--- src/rtl/wsl_pkg.sv ---
package wsl_pkg;

  typedef enum logic [2:0] {
    ST_IDLE,
    ST_ADDR,
    ST_ADDR_ACK,
    ST_WR,
    ST_WR_ACK,
    ST_RD,
    ST_RD_ACK
  } wsl_state_e;

  // Bus events in the system clock domain
  typedef struct packed {
    logic scl;
    logic sda;
    logic scl_rise;
    logic scl_fall;
    logic start;
    logic stop;
  } wsl_bus_ev_t;

endpackage

--- src/rtl/wsl_line_sync.sv ---
module wsl_line_sync
  import wsl_pkg::*;
#(
  parameter int SYNC_STAGES = 2
) (
  input  logic        clk,
  input  logic        rst_n,
  input  logic        scl_in,
  input  logic        sda_in,
  output wsl_bus_ev_t ev
);

  logic [SYNC_STAGES-1:0] scl_pipe;
  logic [SYNC_STAGES-1:0] sda_pipe;
  logic scl_q, sda_q;
  logic scl_s, sda_s;

  // Synchronizer chain, one flop per stage; idle bus level is high
  genvar g;
  generate
    for (g = 0; g < SYNC_STAGES; g++) begin : g_stage
      if (g == 0) begin : g_first
        always_ff @(posedge clk or negedge rst_n) begin
          if (!rst_n) begin
            scl_pipe[0] <= 1'b1;
            sda_pipe[0] <= 1'b1;
          end else begin
            scl_pipe[0] <= scl_in;
            sda_pipe[0] <= sda_in;
          end
        end
      end else begin : g_next
        always_ff @(posedge clk or negedge rst_n) begin
          if (!rst_n) begin
            scl_pipe[g] <= 1'b1;
            sda_pipe[g] <= 1'b1;
          end else begin
            scl_pipe[g] <= scl_pipe[g-1];
            sda_pipe[g] <= sda_pipe[g-1];
          end
        end
      end
    end
  endgenerate

  assign scl_s = scl_pipe[SYNC_STAGES-1];
  assign sda_s = sda_pipe[SYNC_STAGES-1];

  always_ff @(posedge clk or negedge rst_n) begin
    if (!rst_n) begin
      scl_q <= 1'b1;
      sda_q <= 1'b1;
    end else begin
      scl_q <= scl_s;
      sda_q <= sda_s;
    end
  end

  always_comb begin
    ev.scl      = scl_s;
    ev.sda      = sda_s;
    ev.scl_rise = scl_s & ~scl_q;
    ev.scl_fall = ~scl_s & scl_q;
    ev.start    = scl_s & scl_q & sda_q & ~sda_s;
    ev.stop     = scl_s & scl_q & ~sda_q & sda_s;
  end

endmodule

--- src/rtl/wsl_wiper_reg.sv ---
module wsl_wiper_reg #(
  parameter int WIPER_W = 7,
  parameter logic [WIPER_W-1:0] RESET_CODE = 7'd64
) (
  input  logic               clk,
  input  logic               rst_n,
  input  logic               load,
  input  logic [WIPER_W-1:0] load_val,
  output logic [WIPER_W-1:0] code
);

  always_ff @(posedge clk or negedge rst_n) begin
    if (!rst_n)    code <= RESET_CODE;
    else if (load) code <= load_val;
  end

endmodule

--- src/rtl/wsl_proto_fsm.sv ---
module wsl_proto_fsm
  import wsl_pkg::*;
#(
  parameter int WIPER_W = 7,
  parameter int ADDR_W  = 7,
  parameter logic [ADDR_W-1:0] ADDR_OPT0 = 7'h2C,
  parameter logic [ADDR_W-1:0] ADDR_OPT1 = 7'h2D,
  parameter logic [ADDR_W-1:0] ADDR_OPT2 = 7'h2E
) (
  input  logic               clk,
  input  logic               rst_n,
  input  wsl_bus_ev_t        ev,
  input  logic [1:0]         addr_sel,
  input  logic [WIPER_W-1:0] wiper,
  output logic               wr_en,
  output logic [WIPER_W-1:0] wr_data,
  output logic               sda_pull
);

  localparam int DATA_W = 8;
  localparam int CNT_W  = $clog2(DATA_W + 1);
  localparam logic [CNT_W-1:0] LAST_BIT = CNT_W'(DATA_W);
  localparam int PAD_W  = DATA_W - WIPER_W;

  wsl_state_e        state;
  logic [DATA_W-1:0] shreg;
  logic [DATA_W-1:0] txreg;
  logic [CNT_W-1:0]  bitcnt;
  logic              rd_mode;
  logic              master_ack;
  logic [ADDR_W-1:0] own_addr;
  logic              addr_hit;

  always_comb begin
    case (addr_sel)
      2'd1:    own_addr = ADDR_OPT1;
      2'd2:    own_addr = ADDR_OPT2;
      default: own_addr = ADDR_OPT0;
    endcase
  end

  assign addr_hit = (shreg[DATA_W-1:DATA_W-ADDR_W] == own_addr);

  always_ff @(posedge clk or negedge rst_n) begin
    if (!rst_n) begin
      state      <= ST_IDLE;
      shreg      <= '0;
      txreg      <= '0;
      bitcnt     <= '0;
      rd_mode    <= 1'b0;
      master_ack <= 1'b0;
      wr_en      <= 1'b0;
      wr_data    <= '0;
    end else begin
      wr_en <= 1'b0;
      if (ev.start) begin
        state  <= ST_ADDR;
        bitcnt <= '0;
      end else if (ev.stop) begin
        state  <= ST_IDLE;
        bitcnt <= '0;
      end else begin
        case (state)
          ST_ADDR, ST_WR: begin
            if (ev.scl_rise) begin
              shreg  <= {shreg[DATA_W-2:0], ev.sda};
              bitcnt <= bitcnt + 1'b1;
            end else if (ev.scl_fall && bitcnt == LAST_BIT) begin
              bitcnt <= '0;
              if (state == ST_ADDR) begin
                if (addr_hit) begin
                  state   <= ST_ADDR_ACK;
                  rd_mode <= shreg[0];
                end else begin
                  state <= ST_IDLE;
                end
              end else begin
                wr_en   <= 1'b1;
                wr_data <= shreg[WIPER_W-1:0];
                state   <= ST_WR_ACK;
              end
            end
          end
          ST_ADDR_ACK, ST_WR_ACK: begin
            if (ev.scl_rise) begin
              bitcnt <= 1'b1;
            end else if (ev.scl_fall && bitcnt != '0) begin
              bitcnt <= '0;
              if (state == ST_ADDR_ACK && rd_mode) begin
                state <= ST_RD;
                txreg <= {{PAD_W{1'b0}}, wiper};
              end else begin
                state <= ST_WR;
              end
            end
          end
          ST_RD: begin
            if (ev.scl_rise) begin
              bitcnt <= bitcnt + 1'b1;
            end else if (ev.scl_fall && bitcnt != '0) begin
              if (bitcnt == LAST_BIT) begin
                state  <= ST_RD_ACK;
                bitcnt <= '0;
              end else begin
                txreg <= {txreg[DATA_W-2:0], 1'b0};
              end
            end
          end
          ST_RD_ACK: begin
            if (ev.scl_rise) begin
              bitcnt     <= 1'b1;
              master_ack <= ~ev.sda;
            end else if (ev.scl_fall && bitcnt != '0) begin
              bitcnt <= '0;
              if (master_ack) begin
                state <= ST_RD;
                txreg <= {{PAD_W{1'b0}}, wiper};
              end else begin
                state <= ST_IDLE;
              end
            end
          end
          default: state <= ST_IDLE;
        endcase
      end
    end
  end

  always_comb begin
    case (state)
      ST_ADDR_ACK, ST_WR_ACK: sda_pull = 1'b1;
      ST_RD:                  sda_pull = ~txreg[DATA_W-1];
      default:                sda_pull = 1'b0;
    endcase
  end

  AST_BITCNT_BOUND: assert property (@(posedge clk) disable iff (!rst_n)
    bitcnt <= LAST_BIT);

  AST_START_RESTARTS: assert property (@(posedge clk) disable iff (!rst_n)
    ev.start |=> (state == ST_ADDR && bitcnt == '0));

  AST_NOMATCH_IDLE: assert property (@(posedge clk) disable iff (!rst_n)
    (state == ST_ADDR && ev.scl_fall && bitcnt == LAST_BIT && !addr_hit)
      |=> (state == ST_IDLE));

  AST_READ_MSB_CLEAR: assert property (@(posedge clk) disable iff (!rst_n)
    (state == ST_RD && bitcnt == '0) |-> !txreg[DATA_W-1]);

  AST_DRIVE_SCL_LOW: assert property (@(posedge clk) disable iff (!rst_n)
    (ev.scl && $past(ev.scl) && !$past(ev.start) && !$past(ev.stop))
      |-> $stable(sda_pull));

endmodule

--- src/rtl/wiper_i2c_slave.sv ---
module wiper_i2c_slave
  import wsl_pkg::*;
#(
  parameter int WIPER_W     = 7,
  parameter int SYNC_STAGES = 2,
  parameter logic [6:0] ADDR_OPT0 = 7'h2C,
  parameter logic [6:0] ADDR_OPT1 = 7'h2D,
  parameter logic [6:0] ADDR_OPT2 = 7'h2E
) (
  input  logic               clk,
  input  logic               rst_n,
  input  logic               scl_in,
  input  logic               sda_in,
  input  logic [1:0]         addr_sel,
  output logic               sda_pull,
  output logic [WIPER_W-1:0] wiper
);

  localparam logic [WIPER_W-1:0] RESET_CODE = WIPER_W'(1 << (WIPER_W - 1));

  wsl_bus_ev_t        ev;
  logic               wr_en;
  logic [WIPER_W-1:0] wr_data;

  wsl_line_sync #(.SYNC_STAGES(SYNC_STAGES)) u_sync (
    .clk    (clk),
    .rst_n  (rst_n),
    .scl_in (scl_in),
    .sda_in (sda_in),
    .ev     (ev)
  );

  wsl_proto_fsm #(
    .WIPER_W   (WIPER_W),
    .ADDR_W    (7),
    .ADDR_OPT0 (ADDR_OPT0),
    .ADDR_OPT1 (ADDR_OPT1),
    .ADDR_OPT2 (ADDR_OPT2)
  ) u_fsm (
    .clk      (clk),
    .rst_n    (rst_n),
    .ev       (ev),
    .addr_sel (addr_sel),
    .wiper    (wiper),
    .wr_en    (wr_en),
    .wr_data  (wr_data),
    .sda_pull (sda_pull)
  );

  wsl_wiper_reg #(.WIPER_W(WIPER_W), .RESET_CODE(RESET_CODE)) u_wiper (
    .clk      (clk),
    .rst_n    (rst_n),
    .load     (wr_en),
    .load_val (wr_data),
    .code     (wiper)
  );

  AST_RESET_MIDSCALE: assert property (@(posedge clk)
    !rst_n |=> (wiper == RESET_CODE && !sda_pull));

  AST_WIPER_ON_FALL: assert property (@(posedge clk) disable iff (!rst_n)
    !$stable(wiper) |-> $past(ev.scl_fall, 2));

endmodule

--- config.mk ---
export PLATFORM = sky130hd
export DESIGN_NAME = wiper_i2c_slave
export DESIGN_NICKNAME = d
export VERILOG_FILES = /design/src/rtl/wsl_pkg.sv /design/src/rtl/wsl_line_sync.sv /design/src/rtl/wsl_wiper_reg.sv /design/src/rtl/wsl_proto_fsm.sv /design/src/rtl/wiper_i2c_slave.sv
export SDC_FILE = /design/constraint.sdc
export NUM_CORES = 1
export LEC_CHECK = 0
export ABC_AREA = 1
export BUFFER_PORTS_ARGS = -buffer_cell sky130_fd_sc_hd__buf_4
export CAP_MARGIN = 20
export CORE_AREA = 8 8 89 91
export CTS_BUF_LIST = sky130_fd_sc_hd__clkbuf_2 sky130_fd_sc_hd__clkbuf_4 sky130_fd_sc_hd__clkbuf_8
export CTS_CLUSTER_SIZE = 28
export DETAILED_ROUTE_END_ITERATION = 10
export DIE_AREA = 0 0 97 99
export HOLD_SLACK_MARGIN = 0.02
export PLACE_DENSITY_LB_ADDON = 0.25
export SLEW_MARGIN = 20
export SYNTH_ARGS = -nofsm -noshare
export SYNTH_HDL_FRONTEND = slang
export SYNTH_SLANG_ARGS = --single-unit
--- constraint.sdc ---
create_clock -name clk -period 1.6 [get_ports clk]
set_input_delay 0.24 -clock clk [delete_from_list [all_inputs] [get_ports clk]]
set_output_delay 0.24 -clock clk [all_outputs]
set_load 0.02 [all_outputs]
==> flow_summary.yaml, run 1 <==
detailed_routing:
  routed_wl_mm: 4.38
  ant_nets: 0
  wire_per_inst_um: 11.4
  drc: 0
  first_iter_violations: 96
  via_per_inst: 4.57
  drt_first_pass_iters: 4
  dr_total_vias: 1752
floorplan:
  io_pins: 14
  die_w_um: 97
  core_um2: 6570
  fp.dieH_um: 99
  start_util: 0.337
  rows: 30
  dieArea_um2: 9600
sta:
  worst_clock_skew_ns: 0.0131
  fin_crit_ns: 1.56
  grt_setup_unrepaired: "yes"
  fmax_mhz: 640
  setup_viol: 0
  final-hold-violation-count: 0
  worst_pin_slew_ns: 0.576
  final_max_slew_viol_count: 0
  setup_tns_ns: 0
  slew_headroom: 0.616
  period_share: 0.977
global_route:
  grt_pass1_vias: 1687
  grt_pass1_wl_mm: 7.67
  grt_max_degree: 47
  groute.usage.overall: 0.0949
  antenna_found_initial: 0
  overflow: 0
logic_synthesis:
  seq_area_frac_synth: 0.524
  synth-seq-cells: 46
  netlist.area_leader.share: 0.441
  synth_area_leader_cell: "dfrtp_1"
  synth_top_cells_by_area: "dfrtp_1 44%, nand2_1 16%, dfstp_2 8.3%, inv_1 5.9%, o21ai_0 3.8%"
  synth_cell_types: 27
  yosys_warnings: 0
  syn-cell-area_um2: 2210
  synthCells: 276
  syn_nets: 284
  synth.avg_cell_area_um2: 8.02
cts:
  cts_tree: "built"
  cts-buffers-inserted: 5
  numClockSinks: 46
  clk_latency_ns: 0.30
  cts_max_level: 2
  clk_pin_slew_worst_paths_ns: 0.09
  cts_max_path_buffers: 2
  root_buffer: "clkbuf_8"
worst_setup_path:
  cpMostUsedCell: "inv_2"
  worstPathArrival_ns: 1.32
  start_kind: "register"
  worstSetupEndpointType: "output pin"
  cp_max_fo: 5
  crit_slowest_cell: "dfrtp_2"
  path_buf_inv: 3
  required_ns: 1.36
  slowest_delay_ns: 0.46
  critPathTopFamily: "flip-flops"
  cp_cell_sequence: "inv_2 -> nand2_4 -> nor2_4 -> inv_2 -> o21ai_2 -> buf_6"
  worstSetupPathType: "register to output pin"
pwr:
  powerDensity_nw_per_um2: 1250
  leakagePower_nw: 1.32
  ir_worst_vdd_v: 0.000559
final_layout:
  finish.utilization: 0.399
  final_nets: 310
  final_layout_size_suffix_gt1_frac: 0.218
  syn_to_final_growth_pct: 18.4
  diodes: 0
place:
  place_congestion: 0.823
  io_buffer_count: 13
  hpwl_mm: 3.20
status:
  status: "completed"
job:
  drv_cap: 0
min_path:
  hp-class: "primary input to register"
report_power, final:
group | switching [mW] | leakage (nW) | internal, mW
Clock | 0.397 | 0.0483 | 0.308
Combinational | 0.687 | 0.676 | 0.380
Sequential | 0.160 | 0.595 | 1.34
Total | 1.24 | 1.32 | 2.02
final cells by class:
class | count | area [um2]
clock buffer | 5 | 68.8
clock inverter | 3 | 18.8
tap | 80 | 100
multi-input combinational | 188 | 943
sequential | 46 | 1160
fill | 656 | 3950
timing repair buffer | 23 | 181
inverter | 38 | 145
synth_stat cells, drive strengths merged:
master / number
a21oi: 2
a31oi: 2
buf: 3
clkbuf: 1
dfrtp: 39
dfstp: 7
ha: 2
inv: 38
mux2: 1
nand2: 97
nand3: 14
nand3b: 1
nand4: 8
nor2: 27
nor3: 1
o21ai: 31
xnor2: 1
xor2: 1
placed cells by master, fill, tap and decap left out, types with 3 or more instances in the layout:
master    netlist  layout
o21ai_0        17      16
nand2_1        93      86
buf_4           2      20
dfrtp_2         0       3
o21ai_1        14      14
dfrtp_1        39      36
nor2_1         22      20
nand3_1        13      12
clkbuf_8        0       5
nand2_4         1       4
inv_1          35      34
dfstp_2         7       7
nand4_1         8       8
nand2_2         3       7
inv_2           2       3
nor2_4          3       5
worst paths after layout:
path	start	to	slack, ns	cells after the start
setup / recovery	u_fsm.state[1]$_DFFE_PN0P_	sda_pull	0.04	6
hold / removal	sda_in	u_sync.sda_pipe[0]$_DFF_PN1_	0.04	1
setup reg to reg	u_fsm.bitcnt[1]$_DFFE_PN0P_	u_fsm.bitcnt[0]$_DFFE_PN0P_	0.10	11
hold reg to reg	u_sync.scl_pipe[0]$_DFF_PN1_	u_sync.scl_s$_DFF_PN1_	0.36	0
max in group asynchronous	rst_n	u_fsm.state[1]$_DFFE_PN0P_	0.69	2
min in group asynchronous	rst_n	u_fsm.bitcnt[0]$_DFFE_PN0P_	0.47	2
routing by layer:
metal	global-route usage	part of all wire	up-vias
met5	0	0	-
met4	0.0438	0.018	0
met3	0.0196	0.029	6
met2	0.148	0.43	26
met1	0.122	0.52	804
li1	-	-	916
through the flow:
step | setup WS, ns | hold WS [ns] | total power [mW] | std cells | cell area [um2]
floorplan | 0.112 | -0.0556 | 2.19 | 276 | 2210
global placement | 0.0142 | 0.288 | 2.43 | 370 | 2420
detailed placement | -0.0677 | 0.282 | 2.44 | 370 | 2420
CTS | -0.0258 | 0.0275 | 3.18 | 379 | 2530
global route | -0.0432 | 0.0204 | 3.54 | 383 | 2620
finish | 0.0363 | 0.0422 | 3.27 | 383 | 2620
timing repair:
action	CTS	global route
cloned	0	0
buffers inserted	0	3
pin swaps	0	8
hold buffers	1	1
endpoints found under the hold margin	39	1
endpoints found under the setup margin	8	17
gates resized for setup	5	18
state kept, by name, indices dropped and copies added, names as in the netlist, 3 cells and up:
| register | cells |
|---|---|
| u_fsm.bitcnt | 4 |
| u_fsm.txreg | 8 |
| u_fsm.state | 3 |
| u_wiper.code | 7 |
| u_fsm.shreg | 8 |
| u_fsm.wr_data | 7 |
cells by family after synthesis:
kind of cell,share of synthesized area
adders and majority gates,0.0113
xor gates and xnor gates,0.00792
DFF,0.524
buffers and inverters,0.0763
muxes,0.00509
and+or+nand+nor,0.295
AOI/OAI and AO/OA,0.0803
(Power assumes the default switching activity.)
==> inputs of run 2 (changes only) <==
--- a/config.mk
+++ b/config.mk
@@ -8,13 +8,13 @@
 export ABC_AREA = 1
 export BUFFER_PORTS_ARGS = -buffer_cell sky130_fd_sc_hd__buf_4
 export CAP_MARGIN = 20
-export CORE_AREA = 8 8 89 91
+export CORE_AREA = 8 8 73 75
 export CTS_BUF_LIST = sky130_fd_sc_hd__clkbuf_2 sky130_fd_sc_hd__clkbuf_4 sky130_fd_sc_hd__clkbuf_8
 export CTS_CLUSTER_SIZE = 28
 export DETAILED_ROUTE_END_ITERATION = 10
-export DIE_AREA = 0 0 97 99
+export DIE_AREA = 0 0 81 83
 export HOLD_SLACK_MARGIN = 0.02
-export PLACE_DENSITY_LB_ADDON = 0.25
+export PLACE_DENSITY = 0.72
 export SLEW_MARGIN = 20
 export SYNTH_ARGS = -nofsm -noshare
 export SYNTH_HDL_FRONTEND = slang
==> run 2 against run 1 <==
Die area decreased by 30%. Largest power group unchanged. Largest cell class unchanged. Clock skew is 0.0079 ns lower. Highest routed layer unchanged. Critical path type unchanged. Fmax decreased by 0.89%. Total power up 2.3%. Hold slack improved by 0.0015 ns. Setup slack worse by 0.014 ns. Final area fell by 1.7%.
==> flow_summary.yaml, run 2 (synthesis gave the netlist of run 1 again) <==
status:
  status: "completed"
detailed_routing:
  drt_first_pass_iters: 4
  wire_per_inst_um: 12.3
  first_iter_violations: 68
  via_per_inst: 4.97
  routed_wl_mm: 4.36
  dr_total_vias: 1759
  ant_nets: 0
  drc: 0
sta:
  fin_crit_ns: 1.58
  final_max_slew_viol_count: 0
  worst_pin_slew_ns: 0.566
  setup_viol: 0
  period_share: 0.986
  final-hold-violation-count: 0
  slew_headroom: 0.623
  worst_clock_skew_ns: 0.00513
  grt_setup_unrepaired: "yes"
  fmax_mhz: 634
min_path:
  hold_end: "u_sync.sda_pipe[0]$_DFF_PN1_"
  hp-class: "primary input to register"
  hp-start: "sda_in"
  hold_path_depth: 1
worst_setup_path:
  reg2reg_depth: 10
  r2r-end: "u_fsm.wr_data[5]$_DFFE_PN0P_"
  cp_max_fo: 4
  worstPathArrival_ns: 1.34
  start_kind: "register"
  worstSetupEndpointType: "output pin"
  reg2reg_from: "u_fsm.bitcnt[0]$_DFFE_PN0P_"
  worstSetupPathType: "register to output pin"
  required_ns: 1.36
  reg2reg_setup_slack_ns: 0.10
floorplan:
  dieArea_um2: 6720
  start_util: 0.526
  die_w_um: 81
  fp.dieH_um: 83
  io_pins: 14
  core_um2: 4200
  rows: 24
final_layout:
  diodes: 0
  postLayoutCellArea_um2: 2580
  final_layout_size_suffix_gt1_frac: 0.209
  mostFrequentLayoutCell: "nand2_1"
  syn_to_final_growth_pct: 16.4
  final_nets: 309
  layout_common_cells: "88 x nand2_1, 36 x dfrtp_1, 34 x inv_1"
  top_regs: "u_fsm.shreg (8), u_fsm.txreg (8)"
  fin_cells: 354
cts:
  clk_pin_slew_worst_paths_ns: 0.08
  numClockSinks: 46
  cts_tree: "built"
  root_buffer: "clkbuf_8"
  cts_max_path_buffers: 2
  clk_latency_ns: 0.30
  cts-buffers-inserted: 5
  cts_max_level: 2
place:
  dp_cells: 341
  place_congestion: 0.949
  io_buffer_count: 13
  hpwl_mm: 3.01
  place_area_um2: 2390
job:
  drv_cap: 0
global_route:
  grt_pass1_wl_mm: 7.58
  antenna_found_initial: 0
  groute.usage.overall: 0.138
  overflow: 0
  grt_max_degree: 47
  grt_pass1_vias: 1690
pwr:
  powerDensity_nw_per_um2: 1300
  leakagePower_nw: 1.32
  ir_worst_vdd_v: 0.000748
==> run 2: stage by stage <==
| step | worst slack (ns) | power (mW) | setup TNS, ns | util | hold WS [ns] |
|---|---|---|---|---|---|
| after floorplan | 0.112 | 2.19 | 0 | - | -0.0556 |
| after global placement | 0.0107 | 2.45 | 0 | 0.570 | 0.277 |
| after detailed placement | 0.0194 | 2.46 | 0 | 0.570 | 0.276 |
| after CTS | 0.000512 | 3.28 | 0 | 0.604 | 0.0328 |
| after global routing | -0.0452 | 3.57 | -0.0609 | 0.613 | 0.0281 |
| final | 0.0222 | 3.34 | 0 | 0.613 | 0.0437 |
==> run 2: cell type report <==
| class | instances | area [um2] |
|---|---|---|
| timing repair buffer | 22 | 184 |
| multi-input combinational | 188 | 921 |
| tap | 52 | 65.1 |
| inverter | 38 | 145 |
| clock buffer | 7 | 90.1 |
| fill | 374 | 1630 |
| sequential | 46 | 1160 |
| clock inverter | 1 | 8.76 |
==> run 2: what timing repair did <==
| item | 4_1_cts | 5_1_grt |
|---|---|---|
| pin swaps | 1 | 1 |
| endpoints found under the hold margin | 39 | 0 |
| hold buffers | 1 | 0 |
| resized for setup | 5 | 12 |
| buffers inserted | 3 | 1 |
| endpoints found under the setup margin | 2 | 28 |
==> run 2: metal layers <==
| layer | global-route usage | part of all wire | vias up |
|---|---|---|---|
| met5 | 0 | 0 | - |
| met4 | 0.0358 | 0.010 | 0 |
| met3 | 0.0377 | 0.047 | 6 |
| met2 | 0.207 | 0.45 | 49 |
| met1 | 0.189 | 0.49 | 787 |
| li1 | - | - | 917 |
==> run 2: worst max path at each step <==
stage                                           from                         end  slack [ns]  cells past startpoint
after floorplan           u_fsm.state[1]$_DFFE_PN0P_                    sda_pull        0.11                      5
after global placement        u_sync.scl_q$_DFF_PN1_  u_fsm.txreg[3]$_DFFE_PN0P_        0.01                      9
after detailed placement      u_sync.scl_q$_DFF_PN1_  u_fsm.txreg[4]$_DFFE_PN0P_        0.02                      9
after CTS                 u_fsm.state[2]$_DFFE_PN0P_                    sda_pull      0.0005                      5
after global routing      u_fsm.state[1]$_DFFE_PN0P_                    sda_pull       -0.05                      6
final                     u_fsm.state[1]$_DFFE_PN0P_                    sda_pull        0.02                      6
==> run 2: report_power, final <==
group          internal, mW  switching [mW]
registers              1.34           0.149
logic                 0.388           0.704
clock network         0.374           0.394
total                  2.10            1.25
==> run 2: critical path, cell delays in order (launching register included) <==
cell and delay, ns:
dfrtp_2 0.45, inv_2 0.07, nand2_2 0.07, nor2_4 0.12
inv_2 0.06, o21ai_2 0.12, buf_6 0.13
